`config.mk`:
```
export PLATFORM = sky130hd
export DESIGN_NAME = cmd_port_decoder
export DESIGN_NICKNAME = d
export VERILOG_FILES = /design/src/rtl/cmdp_pkg.sv /design/src/rtl/cmdp_classify.sv /design/src/rtl/cmdp_access_state.sv /design/src/rtl/cmdp_regfile.sv /design/src/rtl/cmd_port_decoder.sv
export SDC_FILE = /design/constraint.sdc
export NUM_CORES = 1
export LEC_CHECK = 0
export BUFFER_PORTS_ARGS = -buffer_cell sky130_fd_sc_hd__buf_2
export CAP_MARGIN = 0
export CORE_MARGIN = 2
export CORE_UTILIZATION = 50
export CTS_BUF_LIST = sky130_fd_sc_hd__clkbuf_4 sky130_fd_sc_hd__clkbuf_8
export CTS_CLUSTER_SIZE = 25
export DETAILED_ROUTE_END_ITERATION = 12
export HOLD_SLACK_MARGIN = 0.06
export PLACE_DENSITY = 0.76
export SYNTH_ARGS = -nofsm -noshare
export SYNTH_HDL_FRONTEND = slang
export SYNTH_HIERARCHICAL = 1
export SYNTH_SLANG_ARGS = --single-unit
```
`constraint.sdc`:
```
create_clock -name clk -period 3.5 [get_ports clk]
set_input_delay 0.7 -clock clk [delete_from_list [all_inputs] [get_ports clk]]
set_output_delay 0.7 -clock clk [all_outputs]
set_load 0.01 [all_outputs]
```
`src/rtl/cmdp_pkg.sv`:
```
`timescale 1ns/1ps
// Package: shared widths, the command kind encoding and the decoded-word
// record passed from the classifier to the state holders.
package cmdp_pkg;
    localparam int WORD_W  = 16;
    localparam int ADDR_W  = 16;
    localparam int CODE_W  = 6;
    localparam int REG_W   = 8;
    localparam int IDX_W   = 5;
    localparam int LO_W    = 14;              // address bits carried by a first word
    localparam int HI_W    = ADDR_W - LO_W;   // address bits carried by a second word
    localparam int CLO_W   = 2;               // code bits carried by a first word
    localparam int CHI_W   = CODE_W - CLO_W;  // code bits carried by a second word

    typedef enum logic [1:0] {
        OP_IDLE   = 2'd0,
        OP_REG    = 2'd1,
        OP_FIRST  = 2'd2,
        OP_SECOND = 2'd3
    } cmd_op_e;

    typedef struct packed {
        cmd_op_e           op;
        logic [IDX_W-1:0]  idx;
        logic              idx_ok;
        logic [REG_W-1:0]  val;
        logic [LO_W-1:0]   addr_lo;
        logic [HI_W-1:0]   addr_hi;
        logic [CLO_W-1:0]  code_lo;
        logic [CHI_W-1:0]  code_hi;
    } cmd_dec_t;
endpackage

```
`src/rtl/cmdp_classify.sv`:
```
`timescale 1ns/1ps
// Module: cmdp_classify
// Purely combinational. Reads one command word together with the current
// pending flag and says which kind of command it is. It also slices out every
// field that the state holders might need.
// Assumes: cmd_wr is high for exactly one cycle per word.
module cmdp_classify
    import cmdp_pkg::*;
#(
    parameter int NUM_REGS = 24
) (
    input  logic              cmd_wr,
    input  logic [WORD_W-1:0] cmd_data,
    input  logic              pending,
    output cmd_dec_t          dec
);
    localparam logic [1:0] REG_TAG = 2'b10;

    // Pick the kind of command from the strobe, the pending flag and the top bits.
    always_comb begin
        if (!cmd_wr)
            dec.op = OP_IDLE;
        else if (pending)
            dec.op = OP_SECOND;
        else if (cmd_data[15:14] == REG_TAG)
            dec.op = OP_REG;
        else
            dec.op = OP_FIRST;
    end

    // Slice out the register-write fields and range-check the index.
    always_comb begin
        dec.idx    = cmd_data[12:8];
        dec.val    = cmd_data[REG_W-1:0];
        dec.idx_ok = (int'(cmd_data[12:8]) < NUM_REGS);
    end

    // Slice out the address and code fragments that the setup words carry.
    always_comb begin
        dec.addr_lo = cmd_data[LO_W-1:0];
        dec.code_lo = cmd_data[15:14];
        dec.addr_hi = cmd_data[HI_W-1:0];
        dec.code_hi = cmd_data[7:4];
    end
endmodule

```
`src/rtl/cmdp_access_state.sv`:
```
`timescale 1ns/1ps
// Module: cmdp_access_state
// Holds the pending flag, the access address and the access code. It merges
// the slices that each setup word supplies into the stored values.
// Priority: a command word overrides the increment pulse, and a data strobe
// overrides the setting of the pending flag.
// Assumes: dec.op is OP_IDLE in every cycle without a command write.
module cmdp_access_state
    import cmdp_pkg::*;
(
    input  logic              clk,
    input  logic              rst_n,
    input  cmd_dec_t          dec,
    input  logic              data_wr,
    input  logic              addr_inc,
    input  logic [REG_W-1:0]  inc_step,
    output logic [ADDR_W-1:0] addr,
    output logic [CODE_W-1:0] code,
    output logic              pending
);
    logic [ADDR_W-1:0] step_ext;
    assign step_ext = {{(ADDR_W-REG_W){1'b0}}, inc_step};

    // Pending latch: a first word sets it, a second word or a data write clears it.
    always_ff @(posedge clk) begin
        if (!rst_n)
            pending <= 1'b0;
        else if (data_wr)
            pending <= 1'b0;
        else if (dec.op == OP_FIRST)
            pending <= 1'b1;
        else if (dec.op == OP_SECOND)
            pending <= 1'b0;
    end

    // Address: merge in the setup slices, otherwise step by the auto-increment.
    always_ff @(posedge clk) begin
        if (!rst_n)
            addr <= '0;
        else begin
            unique case (dec.op)
                OP_FIRST:  addr <= {addr[ADDR_W-1:LO_W], dec.addr_lo};
                OP_SECOND: addr <= {dec.addr_hi, addr[LO_W-1:0]};
                OP_REG:    addr <= addr;
                OP_IDLE:   if (addr_inc) addr <= addr + step_ext;
            endcase
        end
    end

    // Access code: low bits come from the first word, high bits from the second.
    always_ff @(posedge clk) begin
        if (!rst_n)
            code <= '0;
        else if (dec.op == OP_FIRST)
            code <= {code[CODE_W-1:CLO_W], dec.code_lo};
        else if (dec.op == OP_SECOND)
            code <= {dec.code_hi, code[CLO_W-1:0]};
    end
endmodule

```
`src/rtl/cmdp_regfile.sv`:
```
`timescale 1ns/1ps
// Module: cmdp_regfile
// Byte-wide configuration registers. Each one is loaded by an in-range
// register-write command. The auto-increment register is also brought out
// separately for the address stepper.
// Assumes: AUTOINC_IDX < NUM_REGS.
module cmdp_regfile
    import cmdp_pkg::*;
#(
    parameter int NUM_REGS    = 24,
    parameter int AUTOINC_IDX = 15
) (
    input  logic                      clk,
    input  logic                      rst_n,
    input  cmd_dec_t                  dec,
    output logic [NUM_REGS*REG_W-1:0] regs,
    output logic [REG_W-1:0]          inc_step
);
    logic wr_en;

    // Write enable: a register-write command carrying an in-range index.
    always_comb wr_en = (dec.op == OP_REG) && dec.idx_ok;

    for (genvar k = 0; k < NUM_REGS; k++) begin : g_reg
        // Register k: reset to zero, load the command byte when addressed.
        always_ff @(posedge clk) begin
            if (!rst_n)
                regs[k*REG_W +: REG_W] <= '0;
            else if (wr_en && (dec.idx == IDX_W'(k)))
                regs[k*REG_W +: REG_W] <= dec.val;
        end
    end

    // Tap the auto-increment register.
    assign inc_step = regs[AUTOINC_IDX*REG_W +: REG_W];
endmodule

```
`src/rtl/cmd_port_decoder.sv`:
```
`timescale 1ns/1ps
// Module: cmd_port_decoder (top)
// Command port decoder for a video controller. It classifies each command
// word, updates the register file or the address and code, and tracks
// whether the second word of a setup is still owed.
// Assumes: every strobe is a single-cycle pulse.
module cmd_port_decoder
    import cmdp_pkg::*;
#(
    parameter int NUM_REGS    = 24,
    parameter int AUTOINC_IDX = 15
) (
    input  logic                      clk,
    input  logic                      rst_n,
    input  logic                      cmd_wr,
    input  logic [15:0]               cmd_data,
    input  logic                      data_wr,
    input  logic                      addr_inc,
    output logic [15:0]               addr_o,
    output logic [5:0]                code_o,
    output logic                      pending_o,
    output logic [NUM_REGS*8-1:0]     regs_o
);
    cmd_dec_t         dec;
    logic [REG_W-1:0] inc_step;

    cmdp_classify #(.NUM_REGS(NUM_REGS)) u_classify (
        .cmd_wr   (cmd_wr),
        .cmd_data (cmd_data),
        .pending  (pending_o),
        .dec      (dec)
    );

    cmdp_access_state u_state (
        .clk      (clk),
        .rst_n    (rst_n),
        .dec      (dec),
        .data_wr  (data_wr),
        .addr_inc (addr_inc),
        .inc_step (inc_step),
        .addr     (addr_o),
        .code     (code_o),
        .pending  (pending_o)
    );

    cmdp_regfile #(.NUM_REGS(NUM_REGS), .AUTOINC_IDX(AUTOINC_IDX)) u_regs (
        .clk      (clk),
        .rst_n    (rst_n),
        .dec      (dec),
        .regs     (regs_o),
        .inc_step (inc_step)
    );
endmodule

```
==> results of run 1 <==
[how the worst max path moves through the flow]
stage	slack, ps	startpoint	endpoint
after global routing	780	u_state/pending	u_state/addr[9]
after global placement	560	cmd_data[15]	u_state/addr[10]
final	910	u_state/pending	u_state/addr[9]
after detailed placement	480	cmd_data[15]	u_state/addr[9]
after CTS	960	u_state/pending	u_state/addr[9]
after floorplan	840	cmd_data[15]	u_state/addr[9]
[cells in the final DEF, fill, tap and decap left out, types with 7 or more instances in the layout]
cell type                  Yosys  routed
sky130_fd_sc_hd__buf_4        55      15
sky130_fd_sc_hd__o21ai_0      10      10
sky130_fd_sc_hd__nand2_1     214     214
sky130_fd_sc_hd__dfxtp_1     215     215
sky130_fd_sc_hd__clkbuf_4      0      16
sky130_fd_sc_hd__a21oi_1      11      11
sky130_fd_sc_hd__and3_1        9       9
sky130_fd_sc_hd__and4_1        7       7
sky130_fd_sc_hd__nor2_1       17      17
sky130_fd_sc_hd__clkbuf_8      0      46
sky130_fd_sc_hd__ha_1         12      12
sky130_fd_sc_hd__inv_1         9       9
sky130_fd_sc_hd__buf_2        11     234
sky130_fd_sc_hd__mux2i_1     199     199
[through the flow]
step	hold WS, ps	instances	utilization	setup WS [ps]
floorplan	452	911	-	839
global placement	439	1279	0.561	560
detailed placement	443	1279	0.561	484
CTS	316	1349	0.609	965
global route	319	1349	0.609	782
finish	342	1350	0.610	907
[power breakdown]
part           internal, mW  switching, mW
sequential             2.47         0.0257
clock                  1.59           1.02
combinational         0.105          0.229
[per-layer routing]
| layer | up-vias | share of wire | global-route usage | routed length (um) |
|---|---|---|---|---|
| li1 | 3415 | - | - | - |
| met4 | 0 | 0.021 | 0.0734 | 503 |
| met3 | 32 | 0.081 | 0.0650 | 1960 |
| met5 | - | 0 | 0 | 0 |
| met1 | 3403 | 0.44 | 0.326 | 10500 |
| met2 | 264 | 0.46 | 0.388 | 11200 |
[worst max-delay path: stages, from the launching register on]
cell and delay, ps:
sky130_fd_sc_hd__dfxtp_1 380, sky130_fd_sc_hd__inv_1 80, sky130_fd_sc_hd__a21boi_2 280, sky130_fd_sc_hd__inv_1 100, sky130_fd_sc_hd__ha_1 280, sky130_fd_sc_hd__nor2b_4 170, sky130_fd_sc_hd__or3_1 340, sky130_fd_sc_hd__or4_1 490
sky130_fd_sc_hd__mux2_2 280, sky130_fd_sc_hd__a21oi_1 120
[cell families after synthesis]
family                   count (synthesis)  synth area share
AND/OR/NAND/NOR                        296             0.163
XOR/XNOR                                 6           0.00574
AO/OA/AOI/OAI                           61            0.0459
adder cells (fa/ha/maj)                 13            0.0186
buffers and inverters                  120            0.0783
flip-flops                             215             0.470
multiplexers                           200             0.219
[sequential cells by signal (all words and copies together) (netlist names)]
name / flops
u_state/code: 6
u_state/pending: 1
u_regs/inc_step: 8
u_state/addr: 16
u_regs/regs: 184
[area by class of cell]
type / count / area [um2] / area share
sequential: 215 / 4300 / 0.393
clock inverter: 8 / 124 / 0.0113
inverter: 9 / 33.8 / 0.00309
multi-input combinational: 576 / 4150 / 0.379
timing repair buffer: 250 / 1290 / 0.118
antenna: 1 / 2.50 / 0.000229
tap: 229 / 287 / 0.0262
clock buffer: 62 / 753 / 0.0688
==> flow_results.org, run 1 <==
** Setup path
- Kind of end point of the critical path :: register
- The setup check on the worst reg-to-reg path leaves a slack of 910 ps.
- The worst register-to-register path ends at u_state/addr[9].
- Setup crit start kind :: register
- Counting cells, the worst reg-to-reg path comes to 9.
- The setup path with the least slack is of type reg2reg.
- STA puts the critical path data arrival time at a little over 3000 ps.
- In this run the worst path has a maximum fanout of 7.
- The startpoint identified for the worst register-to-register timing path is u_state/pending.
- Data required time of the worst path :: a little under 4000 ps

** STA
- Setup total negative slack on the finished layout was measured at 0 ps.
- In this run the tightest slew margin relative to its limit is 0.228.
- Period utilization :: 0.741
- Fin. max-slew vios :: 0
- Setup violations remaining at the end of the flow were counted as 0.
- Final Hold Vio Count :: 0
- Shortest period the worst path allows :: roughly 2600 ps
- Maximum clock rate :: slightly below 400 MHz
- Slew at the pin closest to its max-slew limit :: around 1200 ps
- Setup repair after global routing left no endpoint under its margin.
- Final clock skew :: between 10 and 15 ps

** Global route
- Overall global routing resource usage :: 0.244
- Largest net degree at the start of global routing :: 83
- Total global routing overflow :: 0
- Initial antenna violation count :: 1
- Global-route wire length before repair :: 38.2 mm
- The via count of the first global-routing pass is about 6800.

** Placed design
- The placed instances occupy a cell area of 10100 um2.
- Weighted congestion at the end of routability-driven global placement :: ~0.85
- Number of buffers added on ports :: 235
- Post-detail-place hpwl :: between 15 and 20 mm

** Flow run
- Count of maximum capacitance violations :: 0

** Floorplanning
- Die boundary width :: ~140 um
- Starting density of the core :: 0.510
- The die covers 19400 um2.
- Num rows :: 49
- Area inside the core boundary :: ~18000 um2
- Measured along the y axis, the die boundary spans ~140 um.
- Pin placement for this block handled ~240 I/O pins.

** Synthesis
- Sequential share of the synthesized area :: 0.470
- In this run, synthesis inferred 0 flip-flops with an integrated enable.
- The number of nets in the synthesized netlist is 945.
- Most frequent cell after synthesis :: sky130_fd_sc_hd__dfxtp_1
- Among all flip-flop cells after synthesis, the most frequent one is sky130_fd_sc_hd__dfxtp_1.
- Mean instance size in the synthesized netlist :: 10.1 um2
- By count the netlist is led by sky130_fd_sc_hd__dfxtp_1 (215), sky130_fd_sc_hd__nand2_1 (214), sky130_fd_sc_hd__mux2i_1 (199).
- Counting flops with an async set or reset pin after synthesis yields a share of 0.
- Of the post-synthesis cell area, the dominant cell type holds 0.470.
- sky130_fd_sc_hd__dfxtp_1 takes more of the synthesized area than any other cell.
- Syn Inst Count :: approximately 900
- Netlist area before placement :: 9160 um2
- Yosys attributes the largest share of cell area to sky130_fd_sc_hd__dfxtp_1 (47%), sky130_fd_sc_hd__mux2i_1 (22%), sky130_fd_sc_hd__nand2_1 (8.8%), sky130_fd_sc_hd__buf_4 (4.5%), sky130_fd_sc_hd__clkbuf_1 (1.6%).
- The netlist uses 60 different library cells.
- Yosys printed 6 warnings.
- In this run, synthesis produced a sequential element count of 215.

** Pwr
- Leakage power :: 5.59 nW
- Across the VDD grid, the largest voltage drop is 0.000390 V.
- Dividing total power by cell area gives a power density of between 400 and 500 nW/um2.
- Tot Pwr :: 5.44 mW

** Clock network
- Post-CTS Repair Setup Buffers :: 0
- Hold buffer count at cts :: 0
- Counting along the longest clock path gives a buffer depth of 3.
- Gates resized during post-CTS repair numbered 0.
- Clock-pin transition on the worst setup and hold timing paths :: 60 ps
- In this run the clock root is driven by a sky130_fd_sc_hd__clkbuf_8.
- TritonCTS built the clock tree.
- In this run the number of H-tree levels came out at 2.
- At the later pin of the worst-skew pair, clock insertion delay measures around 530 ps.
- # clock sinks :: ~220
- Number of buffers inserted during clock tree synthesis :: 38

** Routing
- Summed over all layers, the routed wires come to roughly 24 mm.
- Detailed-route vias per instance :: about 5.3
- In the final routed layout, each cell accounts on average for approximately 18 um.
- Post-detailed-route count of antenna-violating nets :: 0
- In the routed design, unresolved DRC markers number 0.
- For this block, the initial DRC count from the detailed router was around 460.
- First-pass detailed-route iteration total :: 5
- The detailed router placed between 7000 and 8000 vias in this run.

** Final layout
- Ratio of cells with drive above 1 in the final layout :: 0.311
- Post-Layout Inst Area :: ~11000 um2
- After the last flow step, the layout net total stands at between 1000 and 1500.
- Filler cell count :: 1575
- The area growth from synthesis to layout is 19.6%.

** Hold path
- Hold depth :: 2
- Launch instance of the worst min-delay path :: data_wr
- The worst hold path belongs to the class in2reg.
- The worst hold path terminates at u_state/pending.

** Outcome
- Result of the run :: completed
No activity file was read; power rests on OpenSTA's default activity.
==> run 2, diff against run 1 <==
--- a/config.mk
+++ b/config.mk
@@ -5,6 +5,7 @@
 export SDC_FILE = /design/constraint.sdc
 export NUM_CORES = 1
 export LEC_CHECK = 0
+export ABC_AREA = 1
 export BUFFER_PORTS_ARGS = -buffer_cell sky130_fd_sc_hd__buf_2
 export CAP_MARGIN = 0
 export CORE_MARGIN = 2
@@ -13,7 +14,7 @@
 export CTS_CLUSTER_SIZE = 25
 export DETAILED_ROUTE_END_ITERATION = 12
 export HOLD_SLACK_MARGIN = 0.06
-export PLACE_DENSITY = 0.76
+export PLACE_DENSITY = 0.75
 export SYNTH_ARGS = -nofsm -noshare
 export SYNTH_HDL_FRONTEND = slang
 export SYNTH_HIERARCHICAL = 1
==> constraint.sdc (replaced) <==
create_clock -name clk -period 2.5 [get_ports clk]
set_input_delay 0.5 -clock clk [delete_from_list [all_inputs] [get_ports clk]]
set_output_delay 0.5 -clock clk [all_outputs]
set_load 0.01 [all_outputs]
==> flow_results.org, run 2 <==
** Outcome
- Result of the run :: completed (unchanged)

** Synthesis
- The most repeated cell in the gate-level netlist after synthesis was sky130_fd_sc_hd__nor2_1 (was sky130_fd_sc_hd__dfxtp_1).
- The count of yosys warnings during synthesis was 6 (unchanged).
- Yosys top cell area share :: 0.432 (was 0.470)
- Nets in the synthesized netlist :: 1525 (was 945)
- The register bit count reported by yosys is 215 (unchanged).
- The number of standard cells after synthesis came to 1491 (was 911).
- Ys flop type :: sky130_fd_sc_hd__dfxtp_1 (unchanged)
- Number of unique standard cell types used by synthesis :: 35 (was 60)
- Most instantiated cells after synthesis: sky130_fd_sc_hd__nor2_1 (395), sky130_fd_sc_hd__nand2_1 (298), sky130_fd_sc_hd__dfxtp_1 (215) (was sky130_fd_sc_hd__dfxtp_1 (215), sky130_fd_sc_hd__nand2_1 (214), sky130_fd_sc_hd__mux2i_1 (199)).
- EDFF count, synth :: 0 (unchanged)
- Largest cells by area after synthesis: sky130_fd_sc_hd__dfxtp_1 (43%), sky130_fd_sc_hd__nor2_1 (15%), sky130_fd_sc_hd__nand2_1 (11%), sky130_fd_sc_hd__nand3_1 (9.4%), sky130_fd_sc_hd__inv_1 (4.9%) (was sky130_fd_sc_hd__dfxtp_1 (47%), sky130_fd_sc_hd__mux2i_1 (22%), sky130_fd_sc_hd__nand2_1 (8.8%), sky130_fd_sc_hd__buf_4 (4.5%), sky130_fd_sc_hd__clkbuf_1 (1.6%)).
- Async set-reset flop share out of synthesis :: 0 (unchanged)
- The synthesized cell area was 9950 um2 (was 9160 um2).
- The mean post-synth cell area was 6.68 um2 (was 10.1 um2).
- The leading area contributor after synthesis is sky130_fd_sc_hd__dfxtp_1 (unchanged).
- The share of synthesized area occupied by flip-flops and latches was 0.432 (was 0.470).

** Routing
- Drt first-iter violations :: 808 (was 461)
- The remaining routing DRC violations came to 0 (unchanged).
- The average vias per placed instance came to 5.02 (was 5.27).
- Sum of routed wire length over all layers :: 29.0 mm (was 24.1 mm)
- Post-detailed-route count of antenna-violating nets :: 0 (unchanged)
- Routed wirelength normalized by instance count :: 14.7 um (was 17.9 um)
- First-pass detailed-route iteration total :: 5 (unchanged)
- The routed via count is 9905 (was 7114).

** Final layout
- The flip-flop count of the largest register after layout came to 184 (unchanged).
- The largest register by flop count is u_regs/regs (unchanged).
- The most common cell after layout, fill and taps aside is sky130_fd_sc_hd__nor2_1 (was sky130_fd_sc_hd__buf_2).
- The fraction of layout cells with a size suffix above 1 is 0.214 (was 0.311).
- Final #Nets :: 1716 (was 1124)
- Highest-count cells in the layout ignoring fill and taps: sky130_fd_sc_hd__nor2_1 (394), sky130_fd_sc_hd__nand2_1 (298), sky130_fd_sc_hd__buf_2 (234) (was sky130_fd_sc_hd__buf_2 (234), sky130_fd_sc_hd__dfxtp_1 (215), sky130_fd_sc_hd__nand2_1 (214)).
- The number of diodes added for antenna fixing was 0 (was 1).
- Post-synthesis to final-layout area growth :: 20.1% (was 19.6%)
- The fill cell total of the finished layout is 1891 (was 1575).
- Post-Layout Inst Area :: 12000 um2 (was 11000 um2)
- The post-layout utilization of the core is 0.612 (was 0.610).

** STA
- Final clock skew :: 17.1 ps (was 12.7 ps)
- Setup-failing EPs final :: 0 (unchanged)
- Slew at the pin closest to its max-slew limit :: 754 ps (was 1150 ps)
- The total count of hold-check failures in the final report came to 0 (unchanged).
- Setup_tns :: 0 ps (unchanged)
- The final critical path time including I/O delays and setup was 2080 ps (was 2590 ps).
- Maximum clock rate :: 481 MHz (was 386 MHz)
- Period utilization :: 0.832 (was 0.741)
- RSZ-0062 raised after global routing: no (unchanged).
- Relative max-transition margin :: 0.497 (was 0.228)
- The number of pins exceeding their max-slew limit in the final report was 0 (unchanged).

** Floorplanning
- The vertical die dimension was 145 um (was 139 um).
- The total core area was 19500 um2 (was 18000 um2).
- The starting utilization of the core area is 0.510 (about the same).
- The count of pins on the block boundary came to 236 (unchanged).
- Area enclosed by the die boundary :: 21100 um2 (was 19400 um2)
- Die boundary width :: 145 um (was 139 um)
- The floorplan row count is 51 (was 49).

** Pwr
- The cell area power density was 621 nW/um2 (was 497 nW/um2).
- Tot Pwr :: 7.43 mW (was 5.44 mW)
- The worst supply voltage drop on vdd was 0.000371 V (was 0.000390 V).
- The leakage power summed over all cells came to 5.96 nW (was 5.59 nW).

** Hold path
- The worst hold path class is in2reg (unchanged).
- Hold depth :: 2 (unchanged)
- The destination of the worst hold path is u_state/pending (unchanged).
- The hold path startpoint was data_wr (unchanged).

** Clock network
- The clock sink count was 215 (unchanged).
- Maximum root-to-sink buffer count :: 3 (unchanged)
- TritonCTS clock tree :: done (unchanged)
- Clock-pin transition on the worst setup and hold timing paths :: 60 ps (about the same)
- Later-pin clock latency in the skew report :: 530 ps (about the same)
- Post-CTS Repair Setup Buffers :: 0 (unchanged)
- The number of cells upsized or downsized after cts was 0 (unchanged).
- Root buf cell :: sky130_fd_sc_hd__clkbuf_8 (unchanged)
- H-Tree Level Count :: 2 (unchanged)
- Hold buffer count at cts :: 0 (unchanged)
- The TritonCTS buffer count was 37 (was 38).

** Global route
- The maximum number of pins on one net before global-route repair is 82 (was 83).
- Total global routing overflow :: 0 (unchanged)
- The global-route wire length before repair came to 46.0 mm (was 38.2 mm).
- The number of antenna violations at the first check in global routing was 0 (was 1).
- The via count of the first global-routing pass was 8897 (was 6797).
- The total track usage came to 0.267 (was 0.244).

** Setup path
- Reg2reg path depth :: 8 (was 9)
- Worst path arrival time :: 2530 ps (was 3040 ps)
- The launching point of the worst reg2reg path was u_state/pending (unchanged).
- The required arrival time at the worst endpoint came to 2950 ps (was 3940 ps).
- The setup slack on the worst flop-to-flop path is 420 ps (was 910 ps).
- The kind of capture point of the worst setup path is a register (unchanged).
- The maximum net fanout on the critical path came to 11 (was 7).
- The type of element launching the critical path is a register (unchanged).
- The endpoint of the worst-slack reg-to-reg timing path is u_regs/regs[13] (was u_state/addr[9]).
- The class of the most critical setup path was reg2reg (unchanged).

** Flow run
- Count of maximum capacitance violations :: 0 (unchanged)

** Placed design
- Weighted congestion at the end of routability-driven global placement :: 0.868 (was 0.853)
- Post-detail-place hpwl :: 19.2 mm (was 16.2 mm)
- The port buffer count was 235 (unchanged).
- The post-detailed-placement cell area came to 11200 um2 (was 10100 um2).
-- run 2: per-layer routing --
metal | GRT usage | vias to the layer above | routed length [um] | part of all wire
met5 | 0 | - | 0 | 0
met2 | 0.432 | 396 | 13300 | 0.46
met1 | 0.350 | 4448 | 12500 | 0.43
met3 | 0.0525 | 67 | 2250 | 0.078
met4 | 0.112 | 0 | 1000 | 0.034
li1 | - | 4994 | - | -
-- run 2: worst max path at each step --
| stage | from | end | slack [ps] | cells after the start |
|---|---|---|---|---|
| finish | u_state/pending | u_regs/regs[13] | 420 | 8 |
| CTS | u_state/pending | u_regs/regs[1] | 460 | 8 |
| global route | u_state/pending | u_regs/regs[11] | 220 | 8 |
| floorplan | cmd_data[14] | u_state/addr[7] | 560 | 10 |
| detailed placement | cmd_data[14] | u_regs/regs[11] | 150 | 10 |
| global placement | cmd_data[14] | u_regs/regs[26] | 220 | 10 |
-- run 2: metrics by stage --
stage / setup slack [ps] / hold WS, ps / instances
CTS: 456 / 108 / 1972
detailed placement: 148 / 466 / 1908
global placement: 220 / 459 / 1908
global route: 221 / 114 / 1972
finish: 420 / 128 / 1972
floorplan: 561 / 504 / 1491
-- run 2: area by class of cell --
| type | count | area, um2 | area share |
|---|---|---|---|
| sequential | 215 | 4300 | 0.360 |
| timing repair buffer | 275 | 1570 | 0.131 |
| inverter | 134 | 503 | 0.0421 |
| multi-input combinational | 1019 | 4480 | 0.375 |
| clock buffer | 60 | 732 | 0.0612 |
| tap | 265 | 332 | 0.0277 |
| clock inverter | 4 | 30.0 | 0.00251 |
-- run 2: critical path: stages (launching register included) --
cell                       delay [ps]
sky130_fd_sc_hd__dfxtp_1          340
sky130_fd_sc_hd__inv_1             70
sky130_fd_sc_hd__a21boi_2         250
sky130_fd_sc_hd__nand2_1          100
sky130_fd_sc_hd__nor2_2           140
sky130_fd_sc_hd__nand2_1          350
sky130_fd_sc_hd__nor2_1           550
sky130_fd_sc_hd__nor2_1            80
sky130_fd_sc_hd__nor2_1           120
-- run 2: power by group --
part | internal [mW] | switching, mW | leakage [nW]
sequential | 3.47 | 0.0455 | 1.74
combinational | 0.208 | 0.452 | 3.82
clock | 1.85 | 1.40 | 0.406
total | 5.54 | 1.89 | 5.96
-- run 2: cell families after synthesis --
group                    after synthesis  synth area share
flip-flops                           215             0.432
adder cells (fa/ha/maj)               13            0.0171
AND/OR/NAND/NOR                      939             0.395
AO/OA/AOI/OAI                         67            0.0368
buffers and inverters                257             0.118
